==> config.mk <==
export PLATFORM = sky130hd
export DESIGN_NAME = motor_lock_supervisor
export DESIGN_NICKNAME = d
export VERILOG_FILES = /design/src/rtl/mls_pkg.sv /design/src/rtl/mls_por_gen.sv /design/src/rtl/mls_ref_watch.sv /design/src/rtl/mls_lock_mask.sv /design/src/rtl/mls_stall_guard.sv /design/src/rtl/motor_lock_supervisor.sv
export SDC_FILE = /design/constraint.sdc
export NUM_CORES = 1
export LEC_CHECK = 0
export ABC_AREA = 1
export ABC_CLOCK_PERIOD_IN_PS = 1700
export BUFFER_PORTS_ARGS = -buffer_cell sky130_fd_sc_hd__buf_2
export CORE_AREA = 4 4 110 112
export CTS_BUF_LIST = sky130_fd_sc_hd__clkbuf_4
export CTS_CLUSTER_DIAMETER = 40
export CTS_CLUSTER_SIZE = 25
export DETAILED_ROUTE_END_ITERATION = 10
export DIE_AREA = 0 0 114 116
export GPL_TIMING_DRIVEN = 0
export PLACE_DENSITY_LB_ADDON = 0.08
export SETUP_SLACK_MARGIN = 0.5
export SLEW_MARGIN = 20
export SYNTH_ARGS = -nofsm -noshare
export SYNTH_HDL_FRONTEND = slang
export SYNTH_SLANG_ARGS = --single-unit
==> constraint.sdc <==
create_clock -name clk -period 1.7 [get_ports clk]
set_clock_uncertainty 0.2 [all_clocks]
set_input_delay 0.255 -clock clk [delete_from_list [all_inputs] [get_ports clk]]
set_output_delay 0.255 -clock clk [all_outputs]
set_load 0.02 [all_outputs]
==> src/rtl/mls_pkg.sv <==
package mls_pkg;

  // Bits needed for a counter holding the values 0 .. n-1 (at least one bit).
  function automatic int unsigned cnt_bits(input longint unsigned n);
    return (n < 2) ? 1 : $clog2(n);
  endfunction

endpackage

==> src/rtl/mls_por_gen.sv <==
module mls_por_gen
  import mls_pkg::*;
#(
  parameter int unsigned POR_CYCLES = 125_000
) (
  input  logic clk,
  input  logic rst,
  output logic hold_o
);
  localparam int unsigned PW = cnt_bits(POR_CYCLES);
  localparam logic [PW-1:0] P_LAST = PW'(POR_CYCLES - 1);

  logic [PW-1:0] cnt_q;

  always_ff @(posedge clk) begin
    if (rst) begin
      cnt_q  <= '0;
      hold_o <= 1'b1;
    end else if (hold_o) begin
      if (cnt_q == P_LAST) hold_o <= 1'b0;
      else                 cnt_q  <= cnt_q + 1'b1;
    end
  end

  AST_POR_NO_REARM: assert property (@(posedge clk) disable iff (rst)
    !hold_o |=> !hold_o);

endmodule

==> src/rtl/mls_ref_watch.sv <==
module mls_ref_watch
  import mls_pkg::*;
#(
  parameter int unsigned REF_TIMEOUT = 2_500_000,
  parameter int unsigned SYNC_STAGES = 2
) (
  input  logic clk,
  input  logic clr_i,
  input  logic ref_clk_i,
  output logic ref_lost_o
);
  localparam int unsigned RW = cnt_bits(REF_TIMEOUT + 1);
  localparam logic [RW-1:0] R_LIMIT = RW'(REF_TIMEOUT);

  logic [SYNC_STAGES:0] sync_q;
  logic [RW-1:0]        gap_q;
  logic                 rise;

  always_ff @(posedge clk) begin
    if (clr_i) sync_q <= '0;
    else       sync_q <= {sync_q[SYNC_STAGES-1:0], ref_clk_i};
  end

  assign rise = sync_q[SYNC_STAGES-1] & ~sync_q[SYNC_STAGES];

  always_ff @(posedge clk) begin
    if (clr_i)                gap_q <= '0;
    else if (rise)            gap_q <= '0;
    else if (gap_q != R_LIMIT) gap_q <= gap_q + 1'b1;
  end

  assign ref_lost_o = (gap_q == R_LIMIT);

  AST_REF_EDGE_REVIVES: assert property (@(posedge clk) disable iff (clr_i)
    rise |=> !ref_lost_o);
  AST_REF_LOST_STICKS: assert property (@(posedge clk) disable iff (clr_i)
    (ref_lost_o && !rise) |=> ref_lost_o);

endmodule

==> src/rtl/mls_lock_mask.sv <==
module mls_lock_mask
  import mls_pkg::*;
#(
  parameter int unsigned MASK_CYCLES = 11_250_000
) (
  input  logic clk,
  input  logic clr_i,
  input  logic run_i,
  input  logic lock_i,
  input  logic mask_en_i,
  output logic lock_n_o
);
  localparam int unsigned MW = cnt_bits(MASK_CYCLES);
  localparam logic [MW-1:0] M_LAST = MW'(MASK_CYCLES - 1);

  logic [MW-1:0] qual_q;

  always_ff @(posedge clk) begin
    if (clr_i || !run_i || !lock_i) begin
      qual_q   <= '0;
      lock_n_o <= 1'b1;
    end else if (!mask_en_i) begin
      lock_n_o <= 1'b0;
    end else if (qual_q == M_LAST) begin
      lock_n_o <= 1'b0;
    end else begin
      qual_q <= qual_q + 1'b1;
    end
  end

  AST_DROP_RELEASES: assert property (@(posedge clk) disable iff (clr_i)
    (!lock_i || !run_i) |=> lock_n_o);
  AST_ASSERT_NEEDS_LOCK: assert property (@(posedge clk) disable iff (clr_i)
    $fell(lock_n_o) |-> $past(lock_i && run_i));

endmodule

==> src/rtl/mls_stall_guard.sv <==
module mls_stall_guard
  import mls_pkg::*;
#(
  parameter int unsigned STALL_CYCLES = 1_000_000_000
) (
  input  logic clk,
  input  logic clr_i,
  input  logic run_i,
  input  logic lock_i,
  input  logic decel_i,
  input  logic ref_lost_i,
  output logic fault_o
);
  localparam int unsigned SW = cnt_bits(STALL_CYCLES);
  localparam logic [SW-1:0] S_LAST = SW'(STALL_CYCLES - 1);

  logic [SW-1:0] stall_q;
  logic          paused;

  // Deceleration pauses the count only while the reference clock is present.
  assign paused = decel_i & ~ref_lost_i;

  always_ff @(posedge clk) begin
    if (clr_i || !run_i) begin
      stall_q <= '0;
      fault_o <= 1'b0;
    end else if (fault_o) begin
      stall_q <= stall_q;
    end else if (lock_i) begin
      stall_q <= '0;
    end else if (paused) begin
      stall_q <= stall_q;
    end else if (stall_q == S_LAST) begin
      fault_o <= 1'b1;
    end else begin
      stall_q <= stall_q + 1'b1;
    end
  end

  AST_FAULT_LATCHED: assert property (@(posedge clk) disable iff (clr_i)
    (fault_o && run_i) |=> fault_o);
  AST_STOP_CLEARS: assert property (@(posedge clk) disable iff (clr_i)
    !run_i |=> !fault_o);
  AST_TRIP_UNLOCKED: assert property (@(posedge clk) disable iff (clr_i)
    $rose(fault_o) |-> $past(!lock_i && run_i));

endmodule

==> src/rtl/motor_lock_supervisor.sv <==
module motor_lock_supervisor #(
  parameter int unsigned POR_CYCLES   = 125_000,
  parameter int unsigned MASK_CYCLES  = 11_250_000,
  parameter int unsigned STALL_CYCLES = 1_000_000_000,
  parameter int unsigned REF_TIMEOUT  = 2_500_000,
  parameter int unsigned SYNC_STAGES  = 2
) (
  input  logic clk,
  input  logic rst,
  input  logic lock_raw,
  input  logic run_req,
  input  logic decel_active,
  input  logic ref_clk,
  input  logic mask_en,
  output logic lock_n,
  output logic stall_fault,
  output logic int_rst
);
  logic blk_clr;
  logic ref_lost;
  logic lock_eff;

  mls_por_gen #(.POR_CYCLES(POR_CYCLES)) u_por (
    .clk    (clk),
    .rst    (rst),
    .hold_o (int_rst)
  );

  assign blk_clr = rst | int_rst;

  mls_ref_watch #(.REF_TIMEOUT(REF_TIMEOUT), .SYNC_STAGES(SYNC_STAGES)) u_ref (
    .clk        (clk),
    .clr_i      (blk_clr),
    .ref_clk_i  (ref_clk),
    .ref_lost_o (ref_lost)
  );

  assign lock_eff = lock_raw & ~ref_lost;

  mls_lock_mask #(.MASK_CYCLES(MASK_CYCLES)) u_mask (
    .clk       (clk),
    .clr_i     (blk_clr),
    .run_i     (run_req),
    .lock_i    (lock_eff),
    .mask_en_i (mask_en),
    .lock_n_o  (lock_n)
  );

  mls_stall_guard #(.STALL_CYCLES(STALL_CYCLES)) u_stall (
    .clk        (clk),
    .clr_i      (blk_clr),
    .run_i      (run_req),
    .lock_i     (lock_eff),
    .decel_i    (decel_active),
    .ref_lost_i (ref_lost),
    .fault_o    (stall_fault)
  );

  AST_RESET_QUIET: assert property (@(posedge clk) disable iff (rst)
    int_rst |-> (lock_n && !stall_fault));

endmodule

==> metrics.md <==
| Metric | Value |
|---|---|
| RSZ-0062 raised after global routing | true |
| Ranking of synthesized cells by area | dfxtp_1, nand2_1, nor2_1 |
| Setup ws final | -0.241 ns |
| Sw Ratio | 26.9% |
| CTS Hold Bufs | 5 |
| # diodes | 0 |
| Pwr dens | 496 nW/um2 |
| Io pins | 10 |
| CP required | 1.95 ns |
| Crit share post-route | 114% |
| Post-synthesis average cell area | 6.20 um2 |
| Vias in the first global route | 5716 |
| Pwr Total | 3.97 mW |
| Setup crit end kind | register |
| Synth Warn # | 0 |
| Max Fclk | 515 MHz |
| H-tree depth | 3 |
| FF-to-FF Start | u_ref.gap_q[2] |
| VDD IR-drop max | 0.609 mV |
| Reg clk slew, reported paths | 0.17 ns |
| Fillers | 944 |
| DP HPWL | 10.5 mm |
| Nets@finish | 1065 |
| Placement Cell Area | 6610 um2 |
| Clock power frac | 35.2% |
| Drt first pass iters | 5 |
| Relative slew margins | 67.2% |
| Crit path to | u_stall.stall_q[17] |
| Clock Latency Late Sink | 0.51 ns |
| Type of the worst min-delay path | in -> reg |
| Initial core utilization | 53.4% |
| Sequential share of power | 58.6% |
| Final Hold Vio Count | 1 |
| Final Instance Area | 8000 um2 |
| Number of flops mapped to enable cells by yosys | 0 |
| MaxCap Viol Count | 0 |
| Vias per cell | 5.19 |
| Clk sink count | 99 |
| Final wirelength | 16.3 mm |
| Outcome | finished, violations left |
| Pin count of the biggest net entering global routing | 19 |
| Area Overhead vs Synth | 33.4% |
| Total GRT Usage | 24.8% |
| Synth top cells by count | nand2_1, nor2_1, inv_1 |
| Routed len/inst | 13.6 um |
| Max clock buf depth | 2 |
| First-pass GRT wire length | 26.7 mm |
| Switch Pwr | 1.07 mW |
| Final min period | 1.94 ns |
| Worst-Margin Slew | 0.493 ns |
| Leak Pwr | 2.74 nW |
| Post-synth cell types | 35 |
| Chip Height | 116 um |
| TritonCTS Buffers | 9 |
| Row cnt | 39 |
| Initial drt markers | 412 |
| Syn_nets | 979 |
| Die X | 114 um |
| Synth area leader | dfxtp_1 |
| Vias | 6238 |
| Ys flop type | dfxtp_1 |
| Total die area | 13200 um2 |
| Core area | 11200 um2 |
| Post-layout util | 71.2% |
| Failing checks | hold timing, setup timing |
| Critical path startpoint category | register |
| Worst Path Arrival | 2.19 ns |
| Initial antenna violation count | 0 |
| Hold WS | -0.0263 ns |
| Grt ovf | 0 |
| Place WS | -0.397 ns |
| Most frequent cell after synthesis | nand2_1 |
| Worst reg2reg path depth | 10 |
| Int Pwr | 2.90 mW |
| # DRC | 0 |
| Post-synth ARST share | 0% |
| Synthesized flop and latch total | 99 |
| Top-area cell type share of the netlist area | 33.1% |
| Crit-path max FO | 10 |
| CTS root buf | clkbuf_4 |
| Flop-to-flop setup slack | -0.24 ns |
| CTS tree | done |
| Setup crit start | u_ref.gap_q[2] |
| Seq/Total Area, Yosys | 33.1% |
| Share of layout cells above drive strength 1 | 33.2% |
| Power share of the combinational group | 6.2% |
| Final setup fails | 73 |
| Gpl congestion | 0.917 |
| Slew Viols, Final | 0 |
| # port buffers | 8 |
| Reg2Reg Capture Point | u_stall.stall_q[17] |
| Post-Syn Area | 5990 um2 |
| CP Class | reg -> reg |
| Syn Inst Count | 967 |
| Routed Antenna Nets | 0 |
## kinds of logic after synthesis
family	Yosys count	share of synthesized area [%]
AOI/OAI and AO/OA	115	10.5
DFF	99	33.1
and+or+nand+nor	581	40.9
xor gates and xnor gates	35	5.11
buffers and inverters	132	9.37
adders and majority gates	5	1.04
## layer usage
layer | global-route usage (%) | wire [um] | vias up
met1 | 32.5 | 7360 | 2840
met2 | 41.3 | 7960 | 151
met3 | 5.17 | 747 | 28
met5 | 0 | 0 | -
met4 | 7.68 | 274 | 0
li1 | - | - | 3219
## cells in the final DEF (no fill, tap or decap), types with 4 or more instances in the layout
cell type        n
a21oi_1         35
a21oi_2         42
buf_12           4
buf_2            7
buf_4           39
buf_6           30
clkbuf_16        4
clkbuf_4         9
dfxtp_1         56
dfxtp_2         35
dfxtp_4          8
dlygate4sd3_1    5
ha_4             5
inv_1           92
inv_2           13
nand2_1        237
nand2_2         49
nand2_4         16
nand3_1         32
nand3_2          9
nand3_4          6
nand3b_1         4
nand4_1         15
nor2_1         151
nor2_2          17
nor2_4          15
nor3_1          20
nor3_2           6
o21ai_0         10
o21ai_1          8
o21ai_2          9
xnor2_1          9
xor2_1          24
## what timing repair did
item                                    4_1_cts  5_1_grt
gates cloned                                  5        3
buffers inserted                             39       15
endpoints found under the setup margin       99       99
pin swaps                                    30       22
resized for setup                           127       80
hold endpoints to repair                     19        3
## power groups by stage
stage / Sequential, mW / Combinational, mW / Clock [mW]
6_report: 2.32 / 0.246 / 1.40
5_1_grt: 2.33 / 0.261 / 1.52
4_1_cts: 2.33 / 0.213 / 1.43
3_5_place_dp: 2.39 / 0.164 / 0
3_3_place_gp: 2.39 / 0.164 / 0
2_1_floorplan: 2.38 / 0.119 / 0
## worst max-delay path, stage by stage (launching register included)
cell and delay (ns):
dfxtp_2 0.40, nor2_1 0.19, nand2_2 0.09, nor2_4 0.10
nand3_4 0.16, nand3_4 0.13, nand2_2 0.07, nor2_4 0.18
buf_12 0.17, nand2_2 0.06, a21oi_2 0.13
## final cells by class
| cell class | instances | area (um2) | area share [%] |
|---|---|---|---|
| clock inverter | 7 | 82.6 | 1.03 |
| inverter | 111 | 434 | 5.43 |
| multi-input combinational | 737 | 4220 | 52.7 |
| timing repair buffer | 74 | 689 | 8.62 |
| buffer | 21 | 273 | 3.41 |
| sequential | 99 | 2060 | 25.7 |
| tap | 143 | 179 | 2.24 |
| clock buffer | 9 | 67.6 | 0.845 |
## flip-flops by register name, summed over array words and instances (netlist names)
name and flops:
u_stall.stall_q 30, u_mask.lock_n_o 1, u_stall.fault_o 1, u_por.cnt_q 17, u_mask.qual_q 24, u_por.hold_o 1, u_ref.sync_q 3, u_ref.gap_q 22
## how the worst min path moves through the flow
stage                         start              end  slack, ns  cells after the start
floorplan                   ref_clk  u_ref.sync_q[0]       0.17                      2
global placement    u_ref.sync_q[0]  u_ref.sync_q[1]       0.20                      2
detailed placement  u_ref.sync_q[0]  u_ref.sync_q[1]       0.20                      2
CTS                        lock_raw  u_stall.fault_o      -0.08                      4
global route               lock_raw  u_stall.fault_o      -0.02                      4
finish                     lock_raw  u_stall.fault_o      -0.03                      4
## per-stage QoR
step / std cells / setup TNS, ns / hold WS, ns
final: 1201 / -11.02 / -0.0263
after global routing: 1201 / -18.09 / -0.0233
after CTS: 1183 / -8.41 / -0.0753
after detailed placement: 1118 / -13.78 / 0.203
after global placement: 1118 / -13.33 / 0.199
after floorplan: 967 / -1.88 / 0.167
No activity file was read; power rests on OpenSTA's default activity.
